===== src/rtl/i2c_eeprom_slave.sv =====
module i2c_eeprom_slave #(
  parameter logic [3:0] DEV_CODE = 4'b1010
) (
  input  logic       clk,
  input  logic       rst_n,
  input  logic       scl_i,
  input  logic       sda_i,
  input  logic [1:0] chip_sel,
  input  logic       wr_busy,
  input  logic [7:0] mem_rdata,
  output logic       sda_oe,
  output logic [8:0] mem_addr,
  output logic       wr_valid,
  output logic [7:0] wr_data,
  output logic       wr_commit
);
  localparam int BITS = 8;

  typedef enum logic [2:0] {S_IDLE, S_DEV, S_ADDR, S_WDATA, S_RDATA} st_t;

  st_t        st;
  logic       scl_s, sda_s, scl_p, sda_p;
  logic [3:0] cnt;
  logic       in_ack, mack, blk, rw, wr_any;
  logic [7:0] shreg, tx;

  wire scl_rise = scl_s & ~scl_p;
  wire scl_fall = ~scl_s & scl_p;
  wire start_ev = scl_s & scl_p & sda_p & ~sda_s;
  wire stop_ev  = scl_s & scl_p & ~sda_p & sda_s;
  wire dev_hit  = (shreg[7:4] == DEV_CODE) && (shreg[3:2] == chip_sel);
  wire byte_end = (cnt == 4'(BITS));

  always_ff @(posedge clk or negedge rst_n) begin
    if (!rst_n) begin
      scl_s <= 1'b1; sda_s <= 1'b1; scl_p <= 1'b1; sda_p <= 1'b1;
    end else begin
      scl_s <= scl_i; sda_s <= sda_i; scl_p <= scl_s; sda_p <= sda_s;
    end
  end

  always_ff @(posedge clk or negedge rst_n) begin
    if (!rst_n) begin
      st <= S_IDLE; cnt <= '0; in_ack <= 1'b0; mack <= 1'b0;
      blk <= 1'b0; rw <= 1'b0; wr_any <= 1'b0;
      shreg <= '0; tx <= '0; sda_oe <= 1'b0; mem_addr <= '0;
      wr_valid <= 1'b0; wr_data <= '0; wr_commit <= 1'b0;
    end else begin
      wr_valid  <= 1'b0;
      wr_commit <= 1'b0;
      if (wr_valid) mem_addr <= mem_addr + 9'd1;
      if (wr_busy) begin
        st <= S_IDLE; sda_oe <= 1'b0; in_ack <= 1'b0; wr_any <= 1'b0;
      end else if (start_ev) begin
        st <= S_DEV; cnt <= '0; in_ack <= 1'b0; sda_oe <= 1'b0; wr_any <= 1'b0;
      end else if (stop_ev) begin
        st <= S_IDLE; sda_oe <= 1'b0; in_ack <= 1'b0;
        wr_commit <= wr_any; wr_any <= 1'b0;
      end else if (st != S_IDLE) begin
        if (scl_rise) begin
          if (in_ack) mack <= ~sda_s;
          else begin
            cnt <= cnt + 4'd1;
            if (st != S_RDATA) shreg <= {shreg[6:0], sda_s};
          end
        end else if (scl_fall) begin
          if (!in_ack && byte_end) begin
            in_ack <= 1'b1;
            case (st)
              S_DEV: if (dev_hit) begin
                       sda_oe <= 1'b1; blk <= shreg[1]; rw <= shreg[0];
                     end else st <= S_IDLE;
              S_ADDR:  begin sda_oe <= 1'b1; mem_addr <= {blk, shreg}; end
              S_WDATA: begin
                         sda_oe <= 1'b1; wr_valid <= 1'b1;
                         wr_data <= shreg; wr_any <= 1'b1;
                       end
              default: sda_oe <= 1'b0;
            endcase
          end else if (in_ack) begin
            in_ack <= 1'b0;
            cnt    <= '0;
            case (st)
              S_DEV: if (rw) begin
                       st <= S_RDATA; tx <= mem_rdata;
                       sda_oe <= ~mem_rdata[7]; mem_addr <= mem_addr + 9'd1;
                     end else begin
                       st <= S_ADDR; sda_oe <= 1'b0;
                     end
              S_ADDR:  begin st <= S_WDATA; sda_oe <= 1'b0; end
              S_RDATA: if (mack) begin
                         tx <= mem_rdata; sda_oe <= ~mem_rdata[7];
                         mem_addr <= mem_addr + 9'd1;
                       end else begin
                         st <= S_IDLE; sda_oe <= 1'b0;
                       end
              default: sda_oe <= 1'b0;
            endcase
          end else if (st == S_RDATA) begin
            tx     <= {tx[6:0], 1'b0};
            sda_oe <= ~tx[6];
          end
        end
      end
    end
  end
endmodule


===== config.mk =====
export PLATFORM = sky130hd
export DESIGN_NAME = i2c_eeprom_slave
export DESIGN_NICKNAME = d
export VERILOG_FILES = /design/src/rtl/i2c_eeprom_slave.sv
export SDC_FILE = /design/constraint.sdc
export NUM_CORES = 1
export LEC_CHECK = 0
export ABC_AREA = 1
export BUFFER_PORTS_ARGS = -buffer_cell sky130_fd_sc_hd__buf_2
export CAP_MARGIN = 10
export CORE_UTILIZATION = 58
export DETAILED_ROUTE_END_ITERATION = 6
export PLACE_DENSITY = 0.87
export SLEW_MARGIN = 25
export SYNTH_ARGS = -nofsm -noshare
export SYNTH_HDL_FRONTEND = slang
export SYNTH_SLANG_ARGS = --single-unit

===== constraint.sdc =====
create_clock -name clk -period 2.3 [get_ports clk]
set_clock_uncertainty 0.2 [all_clocks]
set_input_delay 0.115 -clock clk [delete_from_list [all_inputs] [get_ports clk]]
set_output_delay 0.115 -clock clk [all_outputs]
set_load 0.005 [all_outputs]

# Word-level counts from Yosys, hierarchy flattened
# Index checks and enable logic that the tools add are counted.
[op_classes]
n_eq_ne = 18
n_lt_le_gt_ge = 0
div_mod_pow = 0
n_shift = 0
n_bitwise = 19
add_sub_neg = 2
muxes = 79
mul = 0
n_reduce_logical = 27
[op_table]
columns = ["op", "count"]
rows = [
  ["two-way mux 9 bit", 12],
  ["two-way mux 1 bit", 38],
  ["two-way mux 3 bit", 12],
  ["two-way mux 4 bit", 8],
  ["two-way mux 7 bit", 4],
  ["case mux 9 bit (2 select lines)", 1],
  ["AND reduction 8 bit", 2],
  ["nonzero test 4 bit", 4],
  ["case mux 7 bit (2 select lines)", 1],
  ["AND reduction 7 bit", 2],
  ["!= test 3 bit (second input constant)", 4],
  ["!= test 6 bit (second input constant)", 2],
  ["inverter 1 bit", 12],
  ["nonzero test 6 bit", 2],
  ["AND reduction 11 bit", 1],
  ["AND reduction 5 bit", 2],
  ["adder 9 x 1 -> 9 bit (second input constant)", 1],
  ["case mux 3 bit (3 select lines)", 1],
  ["AND reduction 9 bit", 1],
  ["nonzero test 3 bit", 3],
  ["equality test 4 bit (second input constant)", 2],
  ["AND 1 bit", 7],
  ["equality test 3 x 2 -> 1 bit (second input constant)", 2],
  ["AND reduction 6 bit", 1],
  ["16 further kinds", 20],
]
[word_totals]
ramBits = 0
latch_bits = 0
mem_count = 0
mem_bits_ro = 0
reg_bits = 51
in_bits = 15

# Logic depth before layout (Yosys ltp)
# Gate-level depths: netlist of run 1.
[logic_depth]
ltp_word = 12
mapped_depth = 13

# Worst setup path after synthesis of run 1
# OpenSTA, ideal clock, no wires.
[synth_path]
path_kind = "reg2reg"
start = "register scl_p"
end = "register mem_addr[3]"
stages_incl_launch_ff = 14
period_less_slack_ps = 2012
arrival_ps = 1693
required_ps = 1981
slack_ps = 288
setup_time_ps = 119
n_path_buf = 1
path_cell_list = "dfstp_2 inv_1 ha_1 buf_2 inv_1 nand2_1 a21oi_2 nand2_2 nor2_1 nand2_1 nand2_1 nand2_1 nand2_1 nand2_1"
[synth_between]
elab_chain_len = 7
elab_cells_between_ends = 14
cone_classes = "6 x mux; 8 x bitwise"
[synth_rtl]
columns = ["element", "line", "text"]
rows = [
  ["start, declared", "22", "logic scl_s, sda_s, scl_p, sda_p;"],
  ["start signal, assigned", "38", "scl_s <= scl_i; sda_s <= sda_i; scl_p <= scl_s; sda_p <= sda_s;"],
  ["AND 1 bit / inverter 1 bit (equally long branches)", "28, 27", ""],
  ["two-way mux 9 bit / AND 1 bit (equally long branches)", "66, 27", ""],
  ["two-way mux 9 bit", "60", "if (scl_rise) begin"],
  ["two-way mux 9 bit", "59", "end else if (st != S_IDLE) begin"],
  ["two-way mux 9 bit", "56", "end else if (stop_ev) begin"],
  ["two-way mux 9 bit *", "54", "end else if (start_ev) begin"],
  ["two-way mux 9 bit *", "52", "if (wr_busy) begin"],
  ["end signal, assigned", "51", "if (wr_valid) mem_addr <= mem_addr + 9'd1;"],
  ["end signal, assigned", "86", "sda_oe <= ~mem_rdata[7]; mem_addr <= mem_addr + 9'd1;"],
  ["end signal, assigned", "93", "mem_addr <= mem_addr + 9'd1;"],
  ["end, declared", "12", "output logic [8:0] mem_addr,"],
]
# Every way passes the cells marked *; elsewhere a longest branch is shown, timed or not.
# A chain may end at the register's enable or synchronous reset.

# Worst setup path in the final report of run 1
# Ends and elaborated chain as after synthesis.

==> results by stage, run 1 <==
Status:
- The flow ran to the end, and the final reports show no timing, DRC or antenna violations.

Floorplanning:
- The die height is 74.1 um.
- After floorplanning, the core was divided into 25 placement rows.
- From left edge to right edge, the die measures 74.1 um.
- The initial utilization of the core area, before any placement, comes to 62.2%.
- The die covers 5490 um^2.
- The core box area is 4850 um^2.
- During I/O placement, the number of pins put on the boundary was 35.

Drt:
- The number of violations reported at the end of detailed-routing iteration 0 is 121.
- The per-cell routed wire length is 12.6 um.
- The total wirelength of the detailed-routed design is 6.39 mm.
- The first-pass iteration count of the detailed router is 5.
- The average vias per placed instance is 5.36.
- The number of DRC violations after detailed routing is 0.
- The routed layout has 2722 vias.
- The count of nets left with antenna violations once routing finished came out at 0.

Clock network:
- The number of buffers added by the clock tree synthesis step is 5.
- Clock latency on the worst-skew pair, taken at its later pin, is 0.31 ns.
- The root buffer cell is clkbuf_8.
- The H-tree generated during clock tree synthesis spans 2 levels.
- The clock edge transition at the registers on the reported setup and hold paths is 0.10 ns.
- Post-CTS timing repair inserted 0 buffers for setup.
- Clock tree synthesis found a total of 51 sinks.
- TritonCTS built the clock tree.
- Counting along the longest clock path gives a buffer depth of 2.

Critical path:
- At the worst endpoint, the arrival time is 2.14 ns.
- The worst-path maximum fanout is 8.
- The worst setup path is launched from a flop.
- The category of the most critical setup path is reg2reg.
- The worst setup path is captured at a flop.
- The required time at the worst-slack endpoint is 2.30 ns.

Layout:
- The count of fill cells added during filler insertion is 385.
- Cells with a size suffix above 1 make up 21.5% of the layout.
- The net count of the finished layout is 461.
- The footprint of the multi-input gates is 1520 um^2.
- Relative to the synthesized area, the layout overhead comes to 15.6%.
- The flip-flop and latch area is 1280 um^2.
- Once layout is done, the placed cells without fillers occupy 3490 um^2.
- The antenna diode count is 0.

STA:
- Setup violations remaining at the end of the flow were counted as 0.
- For the pin with the worst max-slew slack, the measured transition is 0.406 ns.
- The number of hold violations in the final report is 0.
- Headroom to the max-slew limit came out at 72.9%.
- Setup repair after global routing left no endpoint under its margin.
- The setup TNS is 0 ns.
- The final max-slew violation count is 0.
- Based on the critical path, the design can be clocked at up to 468 MHz.
- Subtracting the final worst setup slack from the clock period gives 2.14 ns.
- After layout, the worst path uses 93.0% of the clock period.

Place:
- In this run the tool buffered the top-level ports with 34 buffer cells.
- Once detailed placement completed, the half-perimeter wirelength came to 4.81 mm.
- At the end of routability-driven placement, the weighted congestion stood at 0.872.
- The cell area reported after detailed placement is 3280 um^2.

Min path:
- The type of the most critical hold path is in2async.

Global routing:
- The first global-routing pass estimated 11.0 mm of wire.
- The global routing usage summed across all routing layers is 26.5%.
- The number of antenna violations at the first check in global routing is 0.
- Summed over all layers, the global routing overflow is 0.
- The via count of the first global-routing pass came to 2537.
- The maximum number of pins on one net before global-route repair is 34.

Job:
- Across the run, the number of max-cap violations was 0.

Logic synthesis:
- The average footprint of a synthesized cell is 7.79 um^2.
- The number of storage elements in the synthesis netlist is 51.
- The net count after synthesis is 408.
- The share of synthesized registers carrying an async set or reset is 100%.
- Synthesis produced 387 cells.
- For this run, the leading register cell type out of synthesis is dfrtp_1.
- The netlist area before placement is 3020 um^2.
- The sequential fraction of the synthesis area is 42.5%.
- The number of distinct standard cells referenced by the synthesized netlist is 38.
- The count of synthesis-stage warnings from yosys is 0.
- The synthesized design contains 0 enable-type register cells.

Power and ir drop:
- The total power of the final layout is 0.00205 W.
- The static leakage is 1.73 nW.
- Across the VDD grid, the largest voltage drop is 0.549 mV.
- The total power per unit cell area is 588 nW/um^2.
-- metrics by stage --
stage                     setup WS, ns  cells  hold WS, ns  util, %
after floorplan                  0.288    387       -0.381        -
after global placement           0.251    488       -0.100     67.6
after detailed placement         0.200    488      -0.0991     67.6
after CTS                        0.167    508        0.100     71.9
after global routing          0.000123    508        0.152     71.9
final                            0.161    508       0.0908     71.9
-- power by group --
| part | leakage, nW | internal, W | switching (W) | total, W |
|---|---|---|---|---|
| clock network | 0.0418 | 0.000219 | 0.000308 | 0.000527 |
| registers | 0.679 | 0.000977 | 0.0000944 | 0.00107 |
| logic | 1.01 | 0.000156 | 0.000296 | 0.000451 |
| total | 1.73 | 0.00135 | 0.000698 | 0.00205 |
-- registers in the layout, summed over array words and instances (netlist names), 3 cells and up --
signal and count:
shreg 8, tx 7, mem_addr 9, wr_data 8, st 3, cnt 4
-- cells in the mapped netlist (6+ instances only) --
cell      count  area, um^2
nand2_1     115         432
nor2_1       30         113
dfrtp_1      47        1180
inv_1        36         135
ha_1          6        75.1
o21ai_0      11        55.1
o211ai_1      6        45.0
mux2i_1       6        60.1
nand2_2       6        37.5
nand3_1      39         195
inv_2         8        30.0
o21ai_2      15         131
o21ai_1      11        55.1
-- placed cells by master, fill, tap and decap left out, types with 2 or more instances in the layout --
cell,synthesis,routed
nand3_1,39,39
o211ai_1,6,6
dlygate4sd3_1,0,12
dfstp_2,4,4
buf_2,4,34
o21ai_1,11,11
o21ai_2,15,15
nand2_1,115,115
clkbuf_8,0,5
nor2_4,3,3
a21oi_1,5,5
nand4_1,5,5
nand4_2,2,2
o22ai_1,4,4
mux2i_1,6,6
ha_1,6,6
nor2_1,30,29
nand2_2,6,6
nor3_1,2,2
inv_2,8,8
inv_1,36,36
nor2_2,1,2
dfrtp_1,47,47
xor2_1,5,5
o21ai_0,11,11
buf_4,0,7
-- per-layer routing --
layer  share of wire (%)  track usage [%]  vias up
met5                   0                0        -
met1                  44             32.3     1275
met2                  51             48.1       62
li1                    -                -     1376
met3                 3.7             4.07        9
met4                 1.3             8.33        0
-- layout make-up --
class                           count  share of cell area, %
Multi-Input combinational cell    284                   43.6
Timing Repair Buffer               53                   9.83
Sequential cell                    51                   36.7
Clock buffer                        6                   2.08
Inverter                           45                   4.84
Clock inverter                      2                  0.466
Tap cell                           67                   2.40
-- kinds of logic (layout without fill, tap and decap cells) --
family,Yosys count,count (layout),synth area share [%]
AO/OA/AOI/OAI,57,57,12.5
XOR/XNOR,6,6,1.74
adder cells (fa/ha/maj),6,6,2.49
buffers and inverters,52,106,7.14
flip-flops,51,51,42.5
multiplexers,6,6,1.99
AND/OR/NAND/NOR,209,209,31.7
-- final timing paths --
kind	startpoint	endpoint	slack [ns]	cells past startpoint
max in group asynchronous	rst_n	scl_s	1.42	3
min in group clk	chip_sel[0]	blk	0.13	5
max	scl_p	mem_addr[3]	0.16	12
max reg2reg	scl_p	mem_addr[3]	0.16	12
min	rst_n	wr_data[2]	0.09	3
min reg2reg	scl_s	scl_p	0.20	0
-- critical path, stage by stage (launching register included) --
cell     delay, ns
dfstp_2       0.56
inv_1         0.04
ha_1          0.19
inv_1         0.11
nand2_1       0.09
a21oi_2       0.17
nand2_2       0.15
nor2_1        0.13
nand2_1       0.16
nand2_1       0.09
nand2_1       0.05
nand2_1       0.05
nand2_1       0.04
-- what timing repair did --
item	4_1_cts	5_1_grt
gates resized for setup	0	1
setup endpoints to repair	0	2
hold buffers	12	0
hold endpoints to repair	63	0
Note: power is estimated with default switching activity, not from simulation.
==> inputs of run 2 (changes only) <==
Settings changed: CORE_UTILIZATION 58 to 53, PLACE_DENSITY 0.87 to 0.84.
Clock period 2.3 ns to 1.8 ns, I/O delays scaled along.
==> results by stage, run 2 (same netlist as run 1, synthesis figures left out) <==
Place:
- The port buffer count is 34.
- The cell area reported after detailed placement is 3600 um^2.
- Summed over all nets, the half-perimeter wirelength after detailed placement is 5.29 mm.
- Routability-driven placement finished with a final weighted congestion of 0.917.
- Once placement completed, the tool counted placed cells totaling 525.

STA:
- The setup slack after layout is -0.204 ns.
- Setup repair after global routing could not meet its margin everywhere.
- Hold is met by 0.0166 ns.
- The smallest clock period supported by the final layout is computed as 2.00 ns.
- The worst max-slew margin expressed relative to the limit is 72.9%.
- The worst-margin pin slew is 0.406 ns.
- Setup violations remaining at the end of the flow were counted as 31.
- The setup TNS is -3.22 ns.
- The fraction of the cycle the final worst path needs is 111%.
- Timing would allow up to 499 MHz.
- The final max-slew violation count was 0.
- The number of hold violations in the final report is 0.

Floorplanning:
- The core box area is 5510 um^2.
- Pin placement for this block handled 35 I/O pins.
- The initialized floorplan defines 27 standard-cell rows.
- The floorplan step defined a die boundary enclosing 6000 um^2.
- The effective utilization at floorplan is 54.8%.
- The overall die width is 77.4 um.
- The die height is 77.4 um.

Critical path:
- Traced cell by cell, the critical path runs through inv_2 -> ha_4 -> inv_4 -> nand2_4 -> a21oi_4 -> inv_2 -> nor2_4 -> buf_12 -> o21ai_1 -> o21ai_1 -> inv_1.
- The path depth of the worst reg2reg path is 11.
- The worst-path maximum fanout is 9.
- The launching element type of the critical path is a flop.
- Across all register-to-register paths, the minimum setup slack is -0.20 ns.
- The data arrival time of the worst path is 2.01 ns.
- The category of the most critical setup path is reg2reg.
- The cell with the largest stage delay on the worst path is dfstp_2.
- The worst register-to-register path begins at scl_p.
- The longest individual stage delay on the worst path is 0.57 ns.
- The timing endpoint of the critical path is mem_addr[4].
- The kind of end point of the critical path is a flop.
- The critical path startpoint is scl_p.
- The worst register-to-register path ends at mem_addr[4].
- Data on the critical path is required at its endpoint by 1.81 ns.

Clock network:
- The maximum number of buffers from clock root to sink is 2.
- The number of buffers added by the clock tree synthesis step is 5.
- For the worst-skew pair, the clock arrives at the later sink with an insertion delay of 0.32 ns.
- TritonCTS built the clock tree.
- The H-tree was split into 2 levels.
- After clock tree synthesis, the clock-pin slew on the worst setup and hold paths is 0.10 ns.
- Clock tree synthesis found a total of 51 sinks.
- The cell sitting at the root of the clock tree is a clkbuf_8.

Drt:
- Once detail routing completed, the nets flagged for antenna violations numbered 0.
- The routed length on met3 is 572 um.
- The highest layer touched by signal routing is met4.
- The first-pass iteration count of the detailed router is 5.
- The total wirelength of the detailed-routed design is 8.59 mm.
- The number of violations reported at the end of detailed-routing iteration 0 is 220.
- Summed over all nets, wire length on met2 after detailed routing comes to 4.40 mm.
- The per-cell routed wire length is 15.2 um.
- The average vias per placed instance is 5.55.
- The via count of the routed design is 3136.
- For this run, design rule violations remaining after detail routing come to 0.
- The met1 wire length is 3.34 mm.

Layout:
- The area added between synthesis and finish is 37.2%.
- The register with the most flip-flops is mem_addr.
- For this run, the post-layout net count is 513.
- In the layout the commonest cells are nand2_1, buf_4, dfrtp_1.
- The area of all placed cells without fillers is 4140 um^2.
- The post-route core utilization is 75.1%.
- The post-route netlist has 37.1% of its cells at a drive strength greater than 1.
- Excluding fillers, the count of instances in the completed layout stands at 565.
- The library cell used most frequently in the layout, excluding fill and tap cells, is nand2_1.
- The largest registers in the layout are mem_addr: 9 flops, shreg: 8 flops, wr_data: 8 flops.
- The flip-flop count of the largest register, all copies and words added is 9.
- The number of antenna diodes in the final layout is 0.
- The layout has 409 filler cells.

Power and ir drop:
- For this design the ratio of total power to cell area is 740 nW/um^2.
- The worst-case IR drop observed on VDD is 0.721 mV.
- For this design the static power due to leakage is 2.04 nW.

Status:
- The run finished, with violations left.
- The checks that failed: negative setup slack.

Global routing:
- The wire length of the first global-routing pass is 12.9 mm.
- The number of antenna violations at the first check in global routing came to 0.
- For this run the aggregate overflow at the end of global routing stands at 0.
- Entering global routing, the biggest net connects 25 pins.
- Across every metal layer, demand over resource in global routing totals 27.1%.
- The via count of the first global-routing pass is 2872.

Min path:
- The type of the most critical hold path is in2async.

Job:
- The max-capacitance violation count is 0.
## run 2: changes by cell type in the layout (fill, tap and decap cells not counted), sizes merged
cell / change
clkbuf: -1
buf: +50
clkinvlp: -1
nand3: +1
clkinv: +2
nand4: +1
## run 2: worst min path at each step
stage | from | endpoint | slack (ns) | cells past startpoint
after floorplan | rst_n | blk | -0.41 | 0
after global placement | rst_n | wr_data[4] | -0.17 | 1
after detailed placement | rst_n | wr_data[4] | -0.16 | 1
after CTS | rst_n | wr_data[4] | 0.02 | 2
after global routing | rst_n | wr_data[4] | 0.05 | 2
final | rst_n | wr_data[4] | 0.02 | 2
## run 2: power by group
group          switching [W]  total (W)  internal [W]  leakage [nW]
clock network       0.000423   0.000712      0.000289        0.0502
logic               0.000556   0.000981      0.000424          1.32
registers           0.000117    0.00137       0.00125         0.674
total                0.00110    0.00306       0.00196          2.04
## run 2: layout make-up
type / count / area [um^2] / share of cell area (%)
clock buffers: 5 / 68.8 / 1.66
inverters: 45 / 171 / 4.14
flip-flops and latches: 51 / 1280 / 31.1
well taps: 72 / 90.1 / 2.18
multi-input cells: 286 / 1700 / 41.0
clock inverters: 3 / 28.8 / 0.696
repair buffers: 103 / 797 / 19.3
## run 2: routing by layer
layer	vias up	GRT usage, %
met5	-	0
met4	0	11.9
met3	32	3.88
met2	151	47.7
met1	1470	33.0
li1	1483	-
## run 2: critical path: cells and delay by family, from the launching register on
kind,cells,cell delay [ns]
buf+inv,5,0.38
flops,1,0.57
fa+ha+maj,1,0.17
simple gates,2,0.18
compound gates,3,0.40
## run 2: stage by stage
stage	total power, W	setup WS, ns
2_1_floorplan	0.00178	-0.126
3_3_place_gp	0.00206	-0.113
3_5_place_dp	0.00208	-0.160
4_1_cts	0.00284	-0.0879
5_1_grt	0.00319	-0.283
6_report	0.00306	-0.204
## run 2: repair_timing
action / in CTS / in global routing
buffers inserted: 10 / 8
gates resized for setup: 13 / 30
endpoints found under the setup margin: 44 / 45
pin swaps: 7 / 9
hold endpoints to repair: 59 / 0
hold buffers: 12 / 0
cloned: 0 / 2
==> inputs of run 3 (changes only) <==
Settings changed: ABC_AREA 1 to 0, CORE_UTILIZATION 53 to 52, PLACE_DENSITY 0.84 to 0.83.
==> results by stage, run 3 <==
Status:
- The run finished, with violations left.
- The final reports fail on design-rule violations, negative setup slack.

Power and ir drop:
- The total power of the final layout is 0.00230 W.
- The part of the power in combinational logic is 18.8%.
- For this design the static power due to leakage is 1.88 nW.
- Internal power comes to 0.00162 W.
- The sequential share of power is 52.0%.
- The reported net switching power is 0.000687 W.
- The total power per unit cell area is 538 nW/um^2.
- The clock share of power is 29.1%.
- The net switching share of the total power is 29.8%.
- VDD sags by at most 0.515 mV.

Critical path:
- The cell with the largest stage delay on the worst path is dfstp_2.
- At the worst endpoint, the required time is 1.78 ns.
- The endpoint of the worst register-to-register path is mem_addr[0].
- The worst register-to-register path begins at scl_p.
- The worst setup path is launched from a flop.
- The worst path buffer plus inverter count is 3.
- At the worst endpoint, the arrival time is 2.46 ns.
- The longest individual stage delay on the worst path is 0.57 ns.
- The category of the most critical setup path is reg2reg.
- The signal on the critical path passes through inv_2 -> ha_4 -> or3b_4 -> a211oi_4 -> buf_6 -> buf_8 -> nand2_4 -> a211oi_2 -> o22ai_1.
- The internal reg-to-reg setup slack is -0.68 ns.
- The most critical setup path has its startpoint at scl_p.
- The path depth of the worst reg2reg path is 9.
- The worst setup path is captured at a flop.
- The worst-path maximum fanout is 6.
- The top cell family by delay on the critical path is compound AO/OA/AOI/OAI gates.
- The most critical setup path has its endpoint at mem_addr[0].
- The instance count on the critical path is 9.

Logic synthesis:
- The number of nets in the synthesized netlist is 295.
- Summing the sequential cell areas from Yosys gives 44.4% of the chip area.
- The count of synthesis-stage warnings from yosys is 0.
- The share of synthesized registers carrying an async set or reset is 100%.
- Yosys mapped the design onto 62 distinct sky130hd cell types.
- Counting flops and latches in the post-synthesis netlist gives 51.
- After synthesis the cells add up to 2880 um^2.
- Ranked by total cell area, the synthesized netlist is headed by dfrtp_1, mux2_4, dfstp_2.
- Synthesis handed over a netlist of 274 instances.
- The top cell type's share of synthesized area is 40.8%.
- The cell with the most instances after synthesis is dfrtp_1.
- In the synthesized netlist the dominant register cell turns out to be dfrtp_1.
- The largest area contributor in the netlist is dfrtp_1.
- A synthesized cell averages 10.5 um^2.
- The number of flops mapped to enable cells by yosys is 0.
- In the synthesized netlist, the cells that appear most often are dfrtp_1, nand2_1, nor2_1, xor2_1, nand3_1.

Floorplanning:
- The initial utilization of the core area, before any placement, comes to 55.0%.
- The overall die area is 5850 um^2.
- After floorplanning, the core was divided into 26 placement rows.
- For this design the top-level I/O count stands at 35.
- The overall die width is 76.5 um.
- In this run the standard cell core region covers 5240 um^2.
- The floorplan step set the die height to 76.5 um.

Place:
- The congestion estimate from routability-driven global placement came to 0.964.
- In this run, placement finished with an instance count of 429.
- The port buffer count is 34.
- The detailed-placement wirelength estimate is 5.27 mm.
- Once placement finished, the instance area stood at 3630 um^2.

Drt:
- Wires add up to 11.6 mm.
- Summed over all nets, wire length on met2 after detailed routing comes to 5.37 mm.
- The first TritonRoute pass finished after 7 iterations.
- In the final routed layout, each cell accounts on average for 25.3 um.
- The highest metal layer used by the detailed router is met4.
- The via count of the routed design is 3093.
- For this block, the initial DRC count from the detailed router was 522.
- The detailed router put a total of 4.12 mm of wire on met1.
- The number of DRC violations after detailed routing is 11.
- The remaining antenna violation count is 0.
- After detailed routing, the number of vias per cell comes to 6.75.
- Wire segments on met3 add up to 1.16 mm in the final route.

Global routing:
- Entering global routing, the biggest net connects 35 pins.
- The number of antenna violations at the first check in global routing is 0.
- The wire length of the first global-routing pass is 15.8 mm.
- In the global route stage, overall resource usage came out at 35.6%.
- The via count of the first global-routing pass was 2981.
- The final global-route overflow total is 0.

Layout:
- The repair_antennas step left the layout with diodes totalling 0.
- The fraction of layout instances using a drive strength above 1 is 51.0%.
- Leaving out fill and tap cells, the most frequent cell in the layout is buf_4.
- The post-route core utilization is 81.7%.
- The register with the most flip-flops is mem_addr.
- The top cell types in the final layout, fill and taps aside, are buf_4, dfrtp_1, buf_2.
- After routing the design area is 4280 um^2.
- The flip-flop count of the largest register, all copies and words added is 9.
- The largest registers in the layout are mem_addr: 9 flops, shreg: 8 flops, wr_data: 8 flops.
- For this run, the post-layout net count is 409.
- The final instance count without filler cells is 458.
- Relative to the synthesized area, the layout overhead comes to 48.5%.

Clock network:
- The number of H-tree levels is 2.
- The root buffer cell is clkbuf_8.
- The CTS tree is done.
- The number of buffers added by the clock tree synthesis step is 5.
- The clock edge transition at the registers on the reported setup and hold paths is 0.10 ns.
- The clock latency at the later pin of the worst-skew pair is 0.32 ns.
- The maximum number of buffers from clock root to sink is 2.
- The number of sinks driven by the clock tree is 51.

STA:
- The post-route minimum period is 2.48 ns.
- The number of hold violations in the final report is 0.
- The worst-margin pin slew is 0.544 ns.
- The worst hold slack across all endpoints is 0.0688 ns.
- After layout, the worst path uses 138% of the clock period.
- The final max-slew violation count is 0.
- In the post-route analysis, the smallest setup slack over all paths is -0.675 ns.
- Setup repair after global routing could not meet its margin everywhere.
- The setup violation total in the final timing report is 46.
- Derived from the worst setup path, the maximum achievable clock frequency is 404 MHz.
- In this run the tightest slew margin relative to its limit is 63.6%.

Min path:
- The path class of the tightest hold or removal check is in2async.

Job:
- Max-cap violations in this run came to 0.
-- run 3: power groups by stage --
stage / registers (W) / logic [W] / clock network, W
after floorplan: 0.00122 / 0.000143 / 0
after global placement: 0.00121 / 0.000295 / 0
after detailed placement: 0.00122 / 0.000307 / 0
after CTS: 0.00120 / 0.000380 / 0.000647
after global routing: 0.00120 / 0.000455 / 0.000712
final: 0.00120 / 0.000434 / 0.000671
-- run 3: how the worst min path moves through the flow --
stage | endpoint | slack (ns) | cells past startpoint
floorplan | blk | -0.41 | 0
global placement | wr_commit | -0.14 | 1
detailed placement | wr_commit | -0.13 | 1
CTS | st[1] | 0.07 | 5
global route | mem_addr[2] | 0.12 | 2
finish | mem_addr[4] | 0.07 | 2
-- run 3: area by class of cell --
cell class                      count  area, um^2
Multi-Input combinational cell    200        1850
Sequential cell                    51        1280
Fill cell                         229         957
Timing Repair Buffer              120         937
Tap cell                           70        87.6
Clock buffer                        5        68.8
Inverter                           10        37.5
Clock inverter                      2        13.8
-- run 3: logic make-up (layout without fill, tap and decap cells) --
group / after synthesis / in the layout / synth area share [%]
muxes: 28 / 28 / 11.7
DFF: 51 / 51 / 44.4
adders and majority gates: 6 / 6 / 2.60
xor gates and xnor gates: 16 / 16 / 4.86
AOI/OAI and AO/OA: 60 / 60 / 14.1
and+or+nand+nor: 90 / 90 / 18.1
buffers and inverters: 23 / 137 / 4.12
-- run 3: what timing repair did --
action                                  in CTS  in global routing
gates cloned                                 2                  0
buffers inserted                             9                  2
gates resized for setup                     57                 35
endpoints found under the setup margin      45                 46
endpoints found under the hold margin       60                  0
hold buffers                                11                  0
pin swaps                                   18                  5
-- run 3: routing by layer --
layer  up-vias  track usage, %
met5         -               0
met4         0            19.6
met3       111            7.07
met2       313            57.9
met1      1452            44.4
li1       1217               -
-- run 3: per-stage QoR --
| stage | setup TNS (ns) | setup WS (ns) |
|---|---|---|
| floorplan | -15.69 | -0.600 |
| global route | -23.65 | -0.705 |
| finish | -22.28 | -0.675 |
| global placement | -15.54 | -0.513 |
| detailed placement | -17.50 | -0.573 |
| CTS | -17.47 | -0.548 |
